### config.mk
export PLATFORM = sky130hd
export DESIGN_NAME = halfWiden
export DESIGN_NICKNAME = d
export VERILOG_FILES = /design/src/rtl/hwPkg.sv /design/src/rtl/hwCtrl.sv /design/src/rtl/hwDatapath.sv /design/src/rtl/halfWiden.sv
export SDC_FILE = /design/constraint.sdc
export NUM_CORES = 1
export LEC_CHECK = 0
export ABC_AREA = 1
export BUFFER_PORTS_ARGS = -buffer_cell sky130_fd_sc_hd__buf_2
export CAP_MARGIN = 20
export CORE_UTILIZATION = 53
export DETAILED_ROUTE_END_ITERATION = 6
export GPL_TIMING_DRIVEN = 1
export PLACE_DENSITY = 0.8
export SETUP_SLACK_MARGIN = 0.1
export SYNTH_ARGS = -nofsm -noshare
export SYNTH_HDL_FRONTEND = slang
export SYNTH_HIERARCHICAL = 1
export SYNTH_SLANG_ARGS = --single-unit
### constraint.sdc
create_clock -name clk -period 1.4 [get_ports clk]
set_input_delay 0.07 -clock clk [delete_from_list [all_inputs] [get_ports clk]]
set_output_delay 0.07 -clock clk [all_outputs]
set_load 0.005 [all_outputs]
### src/rtl/hwPkg.sv
`timescale 1ns/1ps
package hwPkg;
  parameter int HALF_EXP_W = 5;
  parameter int HALF_MAN_W = 10;
  parameter int SGL_EXP_W  = 8;
  parameter int SGL_MAN_W  = 23;

  localparam int HALF_W   = 1 + HALF_EXP_W + HALF_MAN_W;
  localparam int SGL_W    = 1 + SGL_EXP_W + SGL_MAN_W;
  localparam int SHIFT_W  = $clog2(HALF_MAN_W + 1);
  localparam int LOW_PAD  = SGL_MAN_W - HALF_MAN_W;
  localparam int BIAS_GAP = ((1 << (SGL_EXP_W - 1)) - 1) - ((1 << (HALF_EXP_W - 1)) - 1);

  typedef enum logic [1:0] {
    CLS_ZERO,
    CLS_SUB,
    CLS_NORM,
    CLS_SPECIAL
  } inClass_e;

  typedef struct packed {
    logic s1Load;
    logic s2Load;
  } ctrlStrobes_t;

  typedef struct packed {
    logic                  sign;
    logic [HALF_EXP_W-1:0] exp;
    logic [HALF_MAN_W-1:0] man;
    inClass_e              cls;
    logic [SHIFT_W-1:0]    shift;
  } stageOne_t;
endpackage

### src/rtl/hwCtrl.sv
`timescale 1ns/1ps
module hwCtrl
  import hwPkg::*;
(
  input  logic         clk,
  input  logic         rst,
  input  logic         inValid,
  output ctrlStrobes_t strobe,
  output logic         outValid
);
  logic valid1;
  logic valid2;

  always_ff @(posedge clk) begin
    if (rst) begin
      valid1 <= 1'b0;
      valid2 <= 1'b0;
    end else begin
      valid1 <= inValid;
      valid2 <= valid1;
    end
  end

  always_comb begin
    strobe.s1Load = inValid;
    strobe.s2Load = valid1;
  end

  assign outValid = valid2;
endmodule

### src/rtl/hwDatapath.sv
`timescale 1ns/1ps
module hwDatapath
  import hwPkg::*;
(
  input  logic              clk,
  input  ctrlStrobes_t      strobe,
  input  logic [HALF_W-1:0] inData,
  input  logic              inAltMode,
  output logic [SGL_W-1:0]  outData
);
  logic [HALF_EXP_W-1:0] rawExp;
  logic [HALF_MAN_W-1:0] rawMan;
  logic [SHIFT_W-1:0]    leadShift;
  inClass_e              rawCls;
  stageOne_t             st1;

  assign rawExp = inData[HALF_W-2 -: HALF_EXP_W];
  assign rawMan = inData[HALF_MAN_W-1:0];

  // Priority encoder: distance that moves the highest set mantissa bit past the point
  always_comb begin
    logic found;
    found     = 1'b0;
    leadShift = '0;
    for (int i = HALF_MAN_W - 1; i >= 0; i--) begin
      if (!found && rawMan[i]) begin
        found     = 1'b1;
        leadShift = SHIFT_W'(HALF_MAN_W - i);
      end
    end
  end

  always_comb begin
    if (rawExp == '0)
      rawCls = (rawMan == '0) ? CLS_ZERO : CLS_SUB;
    else if ((rawExp == '1) && !inAltMode)
      rawCls = CLS_SPECIAL;
    else
      rawCls = CLS_NORM;
  end

  always_ff @(posedge clk) begin
    if (strobe.s1Load) begin
      st1.sign  <= inData[HALF_W-1];
      st1.exp   <= rawExp;
      st1.man   <= rawMan;
      st1.cls   <= rawCls;
      st1.shift <= leadShift;
    end
  end

  // Stage two: assemble the single-precision fields
  logic [SGL_EXP_W-1:0]  asmExp;
  logic [HALF_MAN_W-1:0] asmMan;

  always_comb begin
    unique case (st1.cls)
      CLS_ZERO: begin
        asmExp = '0;
        asmMan = '0;
      end
      CLS_SUB: begin
        asmExp = SGL_EXP_W'(BIAS_GAP + 1) - SGL_EXP_W'(st1.shift);
        asmMan = st1.man << st1.shift;
      end
      CLS_SPECIAL: begin
        asmExp = '1;
        asmMan = st1.man;
      end
      default: begin
        asmExp = SGL_EXP_W'(st1.exp) + SGL_EXP_W'(BIAS_GAP);
        asmMan = st1.man;
      end
    endcase
  end

  always_ff @(posedge clk) begin
    if (strobe.s2Load)
      outData <= {st1.sign, asmExp, asmMan, {LOW_PAD{1'b0}}};
  end
endmodule

### src/rtl/halfWiden.sv
`timescale 1ns/1ps
module halfWiden
  import hwPkg::*;
(
  input  logic        clk,
  input  logic        rst,
  input  logic        inValid,
  input  logic [15:0] inData,
  input  logic        inAltMode,
  output logic        outValid,
  output logic [31:0] outData
);
  ctrlStrobes_t strobe;

  hwCtrl u_ctrl (
    .clk      (clk),
    .rst      (rst),
    .inValid  (inValid),
    .strobe   (strobe),
    .outValid (outValid)
  );

  hwDatapath u_dp (
    .clk       (clk),
    .strobe    (strobe),
    .inData    (inData),
    .inAltMode (inAltMode),
    .outData   (outData)
  );
endmodule

* Word-level counts from Yosys, hierarchy flattened *
Index checks and enable logic that the tools add are counted.

cells by class
  add/subtract/negate cells = 2
  multiply operators = 0
  divide/modulo/power cells = 0
  magnitude comparators = 0
  equal/unequal tests = 3
  shift operators = 1
  multiplexer cells = 23
  bitwise operators = 0
  reductions and logical operators = 24

operator list
  operator                                                               number
  4-bit two-way mux                                                      6
  8-bit one-hot mux with 3 select lines                                  1
  10-bit one-hot mux with 2 select lines                                 1
  1-bit two-way mux                                                      12
  1-bit logical AND                                                      10
  1-bit logical NOT                                                      10
  10-bit logical NOT                                                     1
  10-bit by 4-bit << shifter with 10-bit output                          1
  5-bit by 7-bit adder with 8-bit output, second input constant          1
  7-bit by 4-bit subtractor with 8-bit output, first input constant      1
  2-bit two-way mux                                                      3
  5-bit equality test, second input constant                             1
  5-bit logical NOT                                                      1
  3-bit OR reduction                                                     1
  2-bit by 1-bit equality test with 1-bit output, second input constant  1
  2-bit equality test, second input constant                             1
  2-bit logical NOT                                                      1

storage, ports and cells
  register bits = 43
  bits in latches = 0
  memory bits (writable) = 0
  ROM bits = 0
  input bits = 20
  output and inout bits = 33
  memories kept = 0

* Logic depth before layout (Yosys ltp) *
Gate-level depths: netlist of the first run.

  word-level depth = 28
  mapped depth = 8

* Hierarchy *
The synthesis of the first run kept the hierarchy.

by module, submodules not included
  module      times used  cells each  area each (µm²)  seq. area each (µm²)
  hwDatapath  1           209         2057.0           1201.2
  hwCtrl      1           8           70.1             40.0

* Least setup slack after synthesis of the first run *
OpenSTA, ideal clock, no wires.

  kind = reg2reg
  start = register u_dp/st1[1] (netlist name)
  end = register u_dp.outData[26] (data pin)
  setup time = 0.255 ns
  arrival time = 1.043 ns
  data required time = 1.145 ns
  path slack = 0.102 ns
  cell stages (with the launch flop) = 8
  path buffers = 2
  clock period less this slack = 1.298 ns
  cell sequence = edfxtp_1 -> buf_6 -> inv_2 -> buf_6 -> ha_1 -> o21ai_0 -> a21oi_1 -> nor2_1

on the way
  cells in the longest elaborated chain, start to end = 2

ends and longest elaborated chain
  what                                         line              RTL
  from (decl)                                  hwDatapath.sv:15  stageOne_t st1;
  7-bit by 4-bit subtractor with 8-bit output  hwDatapath.sv:63  asmExp = SGL_EXP_W'(BIAS_GAP + 1) - SGL_EXP_W'(st1.shift);
  8-bit one-hot mux with 3 select lines        hwDatapath.sv:57  unique case (st1.cls)
  net u_dp.asmExp[3]                           hwDatapath.sv:53  logic [SGL_EXP_W-1:0] asmExp;
  to (signal assigned)                         hwDatapath.sv:79  outData <= {st1.sign, asmExp, asmMan, {LOW_PAD{1'b0}}};
  to (decl)                                    hwDatapath.sv:9   output logic [SGL_W-1:0] outData

The timed path passes the listed nets, and every way through them passes these cells.
A chain may end at the register's enable or synchronous reset.

* Worst setup path in the final report of the first run *
  start = register u_dp/st1[0] (netlist name)
  end = register u_dp.outData[21] (data pin)

on the way
  cells in the longest elaborated chain, start to end = 2

ends and longest elaborated chain
  what                                           line              RTL
  10-bit by 4-bit << shifter with 10-bit output  hwDatapath.sv:64  asmMan = st1.man << st1.shift;
  10-bit one-hot mux with 2 select lines         hwDatapath.sv:57
  net u_dp.asmMan[8]                             hwDatapath.sv:54  logic [HALF_MAN_W-1:0] asmMan;

The timed path passes the listed nets, and every way through them passes these cells.

==> results.md, run 1 <==
Routing:
- Dividing the detail-routed wire length by the instance count gives 12.7 µm.
- The first TritonRoute pass finished after 4 iterations.
- For this block, the initial DRC count from the detailed router was 64.
- The via count is 1700.
- After detailed routing, the number of remaining DRC violations is 0.
- The remaining number of nets flagged by the antenna check after routing is 0.
- For this block, the routed nets add up to 4230 µm of wire.
- In the routed layout, each cell is associated on average with a via count of 5.11.

Timing:
- The achievable clock frequency is 757 MHz.
- Setup repair after global routing could not meet its margin everywhere.
- In the final timing run, aggregate negative setup slack is 0 ps.
- The post-route clock period utilization is 94.4%.
- The final-report max-slew violation count is 0.
- Once routing completed, OpenROAD measured the worst setup slack at 78.4 ps.
- The count of endpoints failing hold in the final timing report was 0.
- Subtracting the final worst setup slack from the clock period gives 1320 ps.
- The final number of setup-violating endpoints is 0.
- The maximum clock skew at final layout is 6.49 ps.

Clock tree:
- The sink count of the clock tree is 42.
- The H-tree generated during clock tree synthesis spans 2 levels.
- TritonCTS built the clock tree.
- After clock tree synthesis, the clock-pin slew on the worst setup and hold paths is 80 ps.
- In this run the deepest clock path goes through 2 buffers.
- The number of clock buffers inserted by TritonCTS is 5.
- The clock insertion delay at the later pin of the skew report is 290 ps.
- The cell sitting at the root of the clock tree is a clkbuf_8.

Worst setup path:
- The slowest stage cell on the critical path is edfxtp_1.
- At the worst endpoint, the arrival time is 1370 ps.
- The most critical setup path has its startpoint at u_dp/st1[0].
- The worst setup path is launched from a register.
- On the worst path, the slowest cell contributes a delay of 500 ps.
- The critical path goes through buf_6 > nand2_4 > nand3_2 > nand2_2 > nand2_1 > nand3_1 > nand2_1.
- The worst register-to-register path begins at u_dp/st1[0].
- By instance count, the cell type seen most on the critical path is nand2_1.
- Counting both buffers and inverters, the worst setup path holds a total of 1.
- Grouping stages by cell kind, the critical path spends the most delay in flip-flops.
- For the worst setup path, the data required time is 1440 ps.
- The worst setup path is captured at a register.
- The maximum fanout count along the critical path is 4.
- The worst setup path is of the register to register kind.

Floorplan:
- The x dimension of the die is 65.4 µm.
- The initial core utilization is 56.8%.
- The floorplan has 22 rows.
- The overall die height is 65.4 µm.
- In this run the count of I/O pins placed on the die edge is 53.
- After floorplanning, the core was sized to cover 0.00374 mm².
- The floorplan step defined a die boundary enclosing 0.00427 mm².

GRT:
- The total overflow reported by the global router is 0.
- The number of global-route vias before repair was 1509.
- The largest net degree at the start of global routing is 24.
- The initial antenna violation count was 0.
- The overall fraction of global-route tracks in use is 20.3%.
- The first global-routing pass estimated 6470 µm of wire.

Run:
- The max capacitance violation total is 0.

Pwr:
- The standby leakage power is 1.19 nW.
- The internal cell power is 2.09 mW.
- The combinational share of power is 17.0%.
- The maximum ir drop on the vdd rail is 0.684 mV.
- The part of the total power dissipated in sequential elements is 55.1%.
- In this run the power spent charging and discharging nets is 0.710 mW.
- Of the total power, the clock network draws 27.9%.
- The power density over cell area is 1030 mW/mm².
- The switching share of total power is 25.3%.

Placed design:
- The HPWL after detailed placement is 2700 µm.
- The last weighted congestion value of the routability-driven placer is 0.913.
- During placement, the flow inserted port buffers numbering 39.
- OpenSTA, run right after detailed placement, puts the worst setup slack at 4.43 ps.

Cells and area:
- The number of diodes added for antenna fixing is 0.
- The count of nets after finishing is 305.
- The library cell used most frequently in the layout, excluding fill and tap cells, is nand2_1.
- The post-route netlist has 31.9% of its cells at a drive strength greater than 1.
- The top cell types in the final layout, fill and taps aside, are 45 x nand2_1, 40 x edfxtp_1, 39 x buf_2.
- The post-synthesis to final-layout area growth is 27.5%.

Logic synthesis:
- The count of unique library cells instantiated by Yosys is 27.
- Summing the sequential cell areas from Yosys gives 58.4% of the chip area.
- The number of flip-flops and latches in the synthesized netlist is 42.
- After technology mapping, the gate count stands at 217.
- A synthesized cell averages 9.80 µm².
- In this run the cell area of the synthesized design comes to 0.00213 mm².
- During synthesis, Yosys emitted a total of 6 warnings.

Min path:
- The startpoint identified for the worst hold timing path is inData[1].
- The class of the most critical hold timing path is input pin to register.

Run status:
- The run finished with clean final reports.
[cells in the mapped netlist (all sizes together)]
cell | instances | share of area [%]
o21ai | 11 | 2.6
nor3 | 3 | 1.2
nand3 | 35 | 8.5
inv | 21 | 3.8
nand2 | 53 | 10
nor2 | 16 | 3.3
buf | 20 | 7.5
o21a | 1 | 0.35
o211ai | 2 | 0.71
ha | 1 | 0.59
conb | 1 | 0.18
dfxtp | 2 | 1.9
edfxtp | 40 | 56
o22a | 1 | 0.41
a21oi | 8 | 1.9
a31oi | 1 | 0.29
o22ai | 1 | 0.29
[worst paths after layout]
| path | to | slack (ps) | depth (start not counted) |
|---|---|---|---|
| setup reg to reg | u_dp/outData[21] | 80 | 7 |
| setup / recovery | u_dp/outData[21] | 80 | 7 |
| hold reg to reg | u_dp/outData[31] | 420 | 0 |
| hold / removal | u_dp/st1[7] | 20 | 1 |
[layout make-up]
type | count | area, µm²
Fill cell | 271 | 1030
Sequential cell | 42 | 1240
Inverter | 21 | 91.3
Multi-Input combinational cell | 146 | 768
Timing Repair Buffer | 68 | 455
Clock inverter | 2 | 12.5
Tap cell | 48 | 60.1
Clock buffer | 6 | 82.6
[through the flow]
stage	utilization [%]	power (mW)	hold WS (ps)	cells	area, µm²
after floorplan	-	1.82	141	229	2170
after global placement	61.4	1.92	241	300	2300
after detailed placement	61.4	1.92	247	300	2300
after CTS	68.1	2.73	4.85	324	2550
after global routing	72.4	2.93	17.5	333	2710
final	72.4	2.80	24.8	333	2710
[power by group through the flow]
stage,Clock [mW],Combinational (mW),Sequential [mW]
after floorplan,0,0.264,1.56
after global placement,0,0.351,1.56
after detailed placement,0,0.354,1.57
after CTS,0.796,0.398,1.54
after global routing,0.847,0.528,1.55
final,0.782,0.477,1.54
[state kept, by name, indices dropped and copies added, names as in the netlist]
signal / cells
u_ctrl/outValid: 1
u_dp/outData: 18
u_dp/st1: 22
u_ctrl/valid1: 1
[what timing repair did]
item,in CTS,in global routing
hold buffers,14,0
resized for setup,2,25
endpoints found under the hold margin,15,0
setup buffers,2,9
setup endpoints to repair,9,11
pin swaps,0,5
[layer usage]
| layer | up-vias | GRT usage, % | routed length (µm) |
|---|---|---|---|
| li1 | 845 | - | - |
| met1 | 768 | 24.4 | 1740 |
| met2 | 79 | 34.4 | 2160 |
| met3 | 8 | 5.03 | 250 |
| met4 | 0 | 8.70 | 85 |
| met5 | - | 0 | 0 |
[logic make-up (layout without fill, tap and decap cells)]
kind of cell | Yosys count | count (layout) | synth area share (%)
buf+inv | 41 | 97 | 11.3
flops | 42 | 42 | 58.4
compound gates | 25 | 25 | 6.53
fa+ha+maj | 1 | 1 | 0.588
other cells | 1 | 13 | 0.176
simple gates | 107 | 107 | 23.1
No activity file was read; power rests on OpenSTA's default activity.
==> run 2: changes to the inputs <==
- ABC_AREA: 1 -> not set
- CORE_UTILIZATION: 53 -> 52
- CTS_CLUSTER_DIAMETER: not set -> 40
- PLACE_DENSITY: 0.8 -> 0.79
- TNS_END_PERCENT: not set -> 50
==> results.md, run 2 <==
Worst setup path:
- The critical path data arrival time is 1650 ps (was 1370 ps).
- The kind of capture point of the worst setup path is a register (unchanged).
- The critical path start-end classification is register to register (unchanged).
- The data required time at the worst endpoint came to 1450 ps (was 1440 ps).
- The maximum fanout count along the critical path was 3 (was 4).
- The start point of the critical path is u_dp/st1[0] (unchanged).
- The launching point of the worst reg2reg path is u_dp/st1[0] (unchanged).
- The type of element launching the critical path is a register (unchanged).

Timing:
- The time the final worst path needs with I/O delays and setup is 1610 ps (was 1320 ps).
- The setup slack after layout is -205 ps (was 78.4 ps).
- The count of endpoints failing hold in the final timing report is 0 (unchanged).
- The final number of setup-violating endpoints is 11 (was 0).
- Setup repair after global routing missed its margin: true (unchanged).
- The maximum clock skew at final layout is 10.6 ps (was 6.49 ps).
- The post-route clock period utilization was 115% (was 94.4%).
- The final-report max-slew violation count is 0 (unchanged).
- The achievable clock frequency was 623 MHz (was 757 MHz).

Pwr:
- The power density over cell area came to 1050 mW/mm² (was 1030 mW/mm²).
- The switching power summed over all nets came to 0.653 mW (was 0.710 mW).
- The standby leakage power is 1.04 nW (was 1.19 nW).
- The final total power is 2.76 mW (was 2.80 mW).
- The switching share of total power is 23.7% (was 25.3%).
- The internal cell power came to 2.11 mW (was 2.09 mW).
- The clock network fraction of design power is 26.1% (was 27.9%).
- The part of the total power dissipated in sequential elements came to 55.5% (was 55.1%).
- The maximum ir drop on the vdd rail is 0.553 mV (was 0.684 mV).
- The combinational share of power is 18.4% (was 17.0%).

Cells and area:
- Commonest cells after routing, fill and taps aside: 40 x edfxtp_1, 39 x buf_2, 23 x buf_4 (was 45 x nand2_1, 40 x edfxtp_1, 39 x buf_2).
- The count of nets after finishing came to 251 (was 305).
- The combined area of the multi-input logic cells is 729 µm² (was 768 µm²).
- The post-synthesis to final-layout area growth was 28.6% (was 27.5%).
- Largest registers in the final layout: u_dp/st1 (22), u_dp/outData (18) (unchanged).
- The final design area excluding fillers is 0.00263 mm² (was 0.00271 mm²).
- The fraction of final layout cells with drive strength greater than 1 came to 39.4% (was 31.9%).
- The post-layout utilization of the core was 70.8% (was 72.4%).
- The flip-flop count of the largest register, all copies and words added was 22 (unchanged).
- The most common cell after layout, fill and taps aside is edfxtp_1 (was nand2_1).
- The register ranked first by flip-flop count is u_dp/st1 (unchanged).
- The combined flip-flop and latch cell area is 0.00124 mm² (unchanged).
- The number of diodes added for antenna fixing was 0 (unchanged).
- The fill cell instance count of the final layout is 263 (was 271).

Min path:
- The start point of the worst min-delay path is inData[5] (was inData[1]).
- The class of the most critical hold timing path is input pin to register (unchanged).

Run status:
- The final reports fail on setup timing.
- Result of the run: finished, violations left (was completed).

Logic synthesis:
- The number of instances in the synthesized netlist was 160 (was 217).
- The most instantiated flip-flop cell in the synthesis netlist is edfxtp_1 (unchanged).
- The share of the yosys chip area belonging to registers is 60.7% (was 58.4%).
- The share of flip-flops with an asynchronous set or reset is 0% (unchanged).
- The fraction of post-synthesis cell area in the top cell type by area is 58.7% (was 56.5%).
- The number of warning messages in the yosys log is 6 (unchanged).
- Top cells by area, synth: edfxtp_1 59%, buf_4 5.9%, mux4_2 4.4% (was edfxtp_1 56%, nand2_1 9.0%, nand3_1 8.0%).
- The cell type contributing the most total cell area after synthesis is edfxtp_1 (unchanged).
- The count of flip-flops with a built-in enable after synthesis is 40 (unchanged).
- The most frequent cell after synthesis is edfxtp_1 (was nand2_1).
- The area of the mapped netlist came to 0.00205 mm² (was 0.00213 mm²).
- The count of unique library cells instantiated by Yosys was 37 (was 27).
- The number of flip-flops and latches in the synthesized netlist is 42 (unchanged).
- Most common library cells after synthesis: 40 x edfxtp_1, 16 x buf_4, 12 x nand2_1, 10 x nor2_1, 9 x o21ai_0 (was 51 x nand2_1, 40 x edfxtp_1, 34 x nand3_1, 17 x inv_1, 16 x buf_4).
- The per-instance average area after synthesis is 12.8 µm² (was 9.80 µm²).

Clock tree:
- The clock root buffer master is clkbuf_8 (unchanged).
- The largest buffer count on any clock path is 2 (unchanged).
- The clock insertion delay at the later pin of the skew report is 290 ps (about the same).
- The CTS tree is yes (unchanged).
- The number of clock buffers inserted by TritonCTS is 5 (unchanged).
- The clock slew at the register clock pins of the worst setup and hold paths is 70 ps (was 80 ps).
- The sink count of the clock tree is 42 (unchanged).
- The depth of the CTS H-tree came to 2 (unchanged).

Floorplan:
- The x dimension of the die is 64.7 µm (was 65.4 µm).
- The number of rows in the core area is 22 (unchanged).
- The total I/O pin count is 53 (unchanged).
- The core area is 0.00372 mm² (was 0.00374 mm²).
- The initial core utilization is 55.1% (was 56.8%).
- The floorplan die area is 0.00419 mm² (was 0.00427 mm²).
- The overall die height is 64.7 µm (was 65.4 µm).

Routing:
- The number of iterations in the first detailed-routing pass is 4 (unchanged).
- The remaining number of nets flagged by the antenna check after routing is 0 (unchanged).
- The number of DRC markers in iteration 0 came to 92 (was 64).
- The average wire length per cell after detail routing is 13.9 µm (was 12.7 µm).
- The detailed-route vias per instance is 5.27 (was 5.11).
- The total wire length came to 3880 µm (was 4230 µm).
- The via count was 1471 (was 1700).
- The detailed-route DRC error count came to 0 (unchanged).

Placed design:
- The number of port buffers is 39 (unchanged).
- The HPWL after detailed placement is 2730 µm (was 2700 µm).
- The post-placement cell area is 0.00240 mm² (was 0.00230 mm²).
- The last weighted congestion value of the routability-driven placer is 0.948 (was 0.913).

GRT:
- The initial antenna violation count is 0 (unchanged).
- The total overflow reported by the global router is 0 (unchanged).
- The largest net degree at the start of global routing came to 24 (unchanged).
- The number of global-route vias before repair was 1339 (was 1509).
- The global-route wire length before repair was 6020 µm (was 6470 µm).
- The overall fraction of global-route tracks in use is 19.5% (was 20.3%).

Run:
- The max capacitance violation total is 0 (unchanged).
==> run 2: cell count changes in the layout (fill, tap and decap cells not counted), sizes merged, moves of 6 or more <==
cell         change
buf             +12
dlygate4sd3      -6
inv             -13
nand2           -41
nand3           -35
nor2             -6
==> run 2: what timing repair did <==
| item | in CTS | in global routing |
|---|---|---|
| setup endpoints to repair | 12 | 15 |
| endpoints found under the hold margin | 9 | 0 |
| resized for setup | 12 | 6 |
| gates cloned | 0 | 0 |
| setup buffers | 2 | 0 |
| pin swaps | 0 | 3 |
| hold buffers | 8 | 0 |
==> run 2: metal layers <==
layer	GRT usage (%)	vias up	part of all wire [%]
met3	5.11	15	6.0
met5	0	-	0
met4	10.3	0	2.6
met2	33.2	75	51
li1	-	714	-
met1	22.3	667	40
==> run 2: power groups by stage <==
| stage | clock [mW] | sequential [mW] | combinational [mW] |
|---|---|---|---|
| floorplan | 0 | 1.56 | 0.271 |
| global placement | 0 | 1.55 | 0.423 |
| detailed placement | 0 | 1.56 | 0.439 |
| CTS | 0.721 | 1.53 | 0.488 |
| global route | 0.772 | 1.54 | 0.548 |
| finish | 0.721 | 1.53 | 0.507 |
==> run 2: worst max-delay path: stages (launching register included) <==
cell,delay (ps)
edfxtp_1,400
mux4_2,530
mux2_4,270
a22o_1,170
==> run 2: final timing paths <==
path,endpoint,slack (ps),cells past startpoint
worst min register to register,u_dp/outData[31],430,0
worst min-delay path,u_dp/st1[11],9,1
worst max register to register,u_dp/outData[19],-210,3
worst max-delay path,u_dp/outData[19],-210,3
==> run 2: cell type report <==
cell class / count / share of cell area (%)
multi-input combinational: 100 / 27.7
clock buffer: 8 / 3.04
timing repair buffer: 74 / 18.7
sequential: 42 / 47.2
inverter: 7 / 0.999
tap: 48 / 2.28
==> run 2: kinds of logic (layout without fill, tap and decap cells) <==
| kind of cell | count (synthesis) | after routing | share of synthesized area, % |
|---|---|---|---|
| AOI/OAI and AO/OA | 36 | 36 | 11.7 |
| xor gates and xnor gates | 1 | 1 | 0.428 |
| adders and majority gates | 1 | 1 | 0.612 |
| buffers and inverters | 30 | 89 | 8.69 |
| DFF | 42 | 42 | 60.7 |
| muxes | 10 | 10 | 7.52 |
| other | 1 | 13 | 0.183 |
| and+or+nand+nor | 39 | 39 | 10.2 |
==> run 2: through the flow <==
step	TNS (ps)	worst slack, ps	cells	hold WS [ps]
5_1_grt	-1830	-271	279	6.00
4_1_cts	-960	-216	279	5.38
3_3_place_gp	-1120	-155	261	243
2_1_floorplan	-287	-194	172	142
6_report	-1230	-205	279	9.17
3_5_place_dp	-1640	-212	261	246
==> run 3: changes to the inputs <==
- CORE_UTILIZATION: 52 -> 54
- CTS_BUF_LIST: not set -> sky130_fd_sc_hd__clkbuf_2
- PLACE_DENSITY: 0.79 -> 0.81
==> results.md, run 3 (synthesized netlist as in run 2, its figures left out) <==
Run status:
- Result of the run: finished, violations left (unchanged).
- Violated checks: setup timing (unchanged).

Floorplan:
- The total I/O pin count is 53 (unchanged).
- The overall die height was 63.6 µm (was 64.7 µm).
- The core area is 0.00347 mm² (was 0.00372 mm²).
- The floorplan die area is 0.00404 mm² (was 0.00419 mm²).
- The initial core utilization was 59.0% (was 55.1%).
- The x dimension of the die is 63.6 µm (was 64.7 µm).
- The number of rows in the core area is 21 (was 22).

Worst setup path:
- The highest cell delay on the worst timing path is 520 ps (was 530 ps).
- The kind of capture point of the worst setup path was a register (unchanged).
- The critical path start-end classification is register to register (unchanged).
- The maximum fanout count along the critical path was 2 (was 3).
- The data required time at the worst endpoint was 1540 ps (was 1450 ps).
- The type of element launching the critical path is a register (unchanged).
- Critical Path, Cell by Cell: mux4_2 > mux2_4 > a22o_1 (unchanged).
- The slowest stage cell on the critical path is mux4_2 (unchanged).
- The critical path data arrival time is 1820 ps (was 1650 ps).

GRT:
- The total overflow reported by the global router was 0 (unchanged).
- The initial antenna violation count is 0 (unchanged).
- The overall fraction of global-route tracks in use is 24.1% (was 19.5%).
- The global-route wire length before repair is 7110 µm (was 6020 µm).
- The number of global-route vias before repair is 1579 (was 1339).
- The largest net degree at the start of global routing is 24 (unchanged).

Timing:
- Setup repair after global routing missed its margin: true (unchanged).
- The maximum clock skew at final layout is 24.7 ps (was 10.6 ps).
- The post-route clock period utilization was 120% (was 115%).
- The final-report max-slew violation count came to 0 (unchanged).
- The setup slack after layout was -278 ps (was -205 ps).
- The time the final worst path needs with I/O delays and setup is 1680 ps (was 1610 ps).
- The count of endpoints failing hold in the final timing report is 0 (unchanged).
- The final number of setup-violating endpoints is 11 (unchanged).
- The worst slack on hold paths was 64.3 ps (was 9.17 ps).
- The achievable clock frequency came to 596 MHz (was 623 MHz).
- The total negative slack is -1590 ps (was -1230 ps).

Cells and area:
- The non-filler instance count after layout was 292 (was 279).
- The post-synthesis to final-layout area growth was 39.9% (was 28.6%).
- Largest registers in the final layout: u_dp/st1 (22), u_dp/outData (18) (unchanged).
- The number of diodes added for antenna fixing came to 0 (unchanged).
- The most common cell after layout, fill and taps aside is edfxtp_1 (unchanged).
- Commonest cells after routing, fill and taps aside: 40 x edfxtp_1, 39 x buf_2, 25 x buf_4 (was 40 x edfxtp_1, 39 x buf_2, 23 x buf_4).
- The fraction of final layout cells with drive strength greater than 1 was 43.9% (was 39.4%).
- The flip-flop count of the largest register, all copies and words added is 22 (unchanged).
- The register ranked first by flip-flop count is u_dp/st1 (unchanged).
- The count of nets after finishing is 266 (was 251).

Routing:
- The number of iterations in the first detailed-routing pass came to 4 (unchanged).
- The detailed-route DRC error count is 0 (unchanged).
- The remaining number of nets flagged by the antenna check after routing is 0 (unchanged).
- The via count is 1605 (was 1471).
- The total wire length is 4800 µm (was 3880 µm).
- The number of DRC markers in iteration 0 is 63 (was 92).
- The average wire length per cell after detail routing is 16.4 µm (was 13.9 µm).
- The detailed-route vias per instance was 5.50 (was 5.27).

Pwr:
- The maximum ir drop on the vdd rail is 0.830 mV (was 0.553 mV).
- The power density over cell area is 992 mW/mm² (was 1050 mW/mm²).
- The standby leakage power came to 1.13 nW (was 1.04 nW).

Min path:
- The class of the most critical hold timing path was input pin to register (unchanged).

Clock tree:
- The number of clock buffers inserted by TritonCTS is 5 (unchanged).
- The clock slew at the register clock pins of the worst setup and hold paths is 200 ps (was 70 ps).
- The depth of the CTS H-tree is 2 (unchanged).
- The clock insertion delay at the later pin of the skew report was 390 ps (was 290 ps).
- The sink count of the clock tree was 42 (unchanged).
- The CTS tree is yes (unchanged).
- The largest buffer count on any clock path is 2 (unchanged).
- The clock root buffer master is clkbuf_2 (was clkbuf_8).

Placed design:
- The number of port buffers came to 39 (unchanged).
- The last weighted congestion value of the routability-driven placer is 0.907 (was 0.948).
- The HPWL after detailed placement is 3050 µm (was 2730 µm).
- The cell count after placement is 262 (was 261).

Run:
- The max capacitance violation total came to 0 (unchanged).
==> run 3: per-stage QoR <==
| stage | power, mW | utilization, % | instance area, µm² | setup WS (ps) |
|---|---|---|---|---|
| floorplan | 1.83 | - | 2130 | -194 |
| global placement | 2.01 | 70.6 | 2450 | -202 |
| detailed placement | 2.03 | 70.6 | 2450 | -222 |
| CTS | 2.76 | 79.1 | 2740 | -255 |
| global route | 2.96 | 82.5 | 2860 | -334 |
| finish | 2.84 | 82.5 | 2860 | -278 |
==> run 3: final timing paths <==
| kind | endpoint | from | cells after the start | slack, ps |
|---|---|---|---|---|
| setup / recovery | u_dp/outData[19] | u_dp/st1[0] | 3 | -280 |
| hold / removal | u_dp/st1[4] | inAltMode | 3 | 60 |
| setup reg to reg | u_dp/outData[19] | u_dp/st1[0] | 3 | -280 |
| hold reg to reg | u_dp/outData[31] | u_dp/st1[21] | 0 | 460 |
==> run 3: power breakdown <==
part	internal, mW	switching [mW]	total, mW
Combinational	0.334	0.294	0.628
Clock	0.309	0.365	0.674
Sequential	1.49	0.0501	1.54
Total	2.13	0.708	2.84
==> run 3: cell type report <==
type	instances	area [µm²]
clock inverters	2	37.5
inverters	7	28.8
flip-flops and latches	42	1240
fillers	195	606
well taps	46	57.6
clock buffers	6	30.0
repair buffers	89	661
multi-input cells	100	807
==> run 3: repair_timing <==
| action | CTS | global route |
|---|---|---|
| endpoints found under the setup margin | 14 | 14 |
| hold buffers | 17 | 3 |
| endpoints found under the hold margin | 19 | 2 |
| gates resized for setup | 16 | 20 |
| buffers inserted | 1 | 1 |
| pin swaps | 3 | 8 |
==> run 3: per-layer routing <==
metal | track usage (%) | share of wire (%)
met1 | 25.9 | 36
met2 | 43.1 | 55
met3 | 6.70 | 5.4
met4 | 11.6 | 3.6
met5 | 0 | 0
==> run 3: critical path, delay by kind of cell (launching register included) <==
family,cells,cell delay [ps]
flip-flops,1,440
multiplexers,2,810
AO/OA/AOI/OAI,1,190
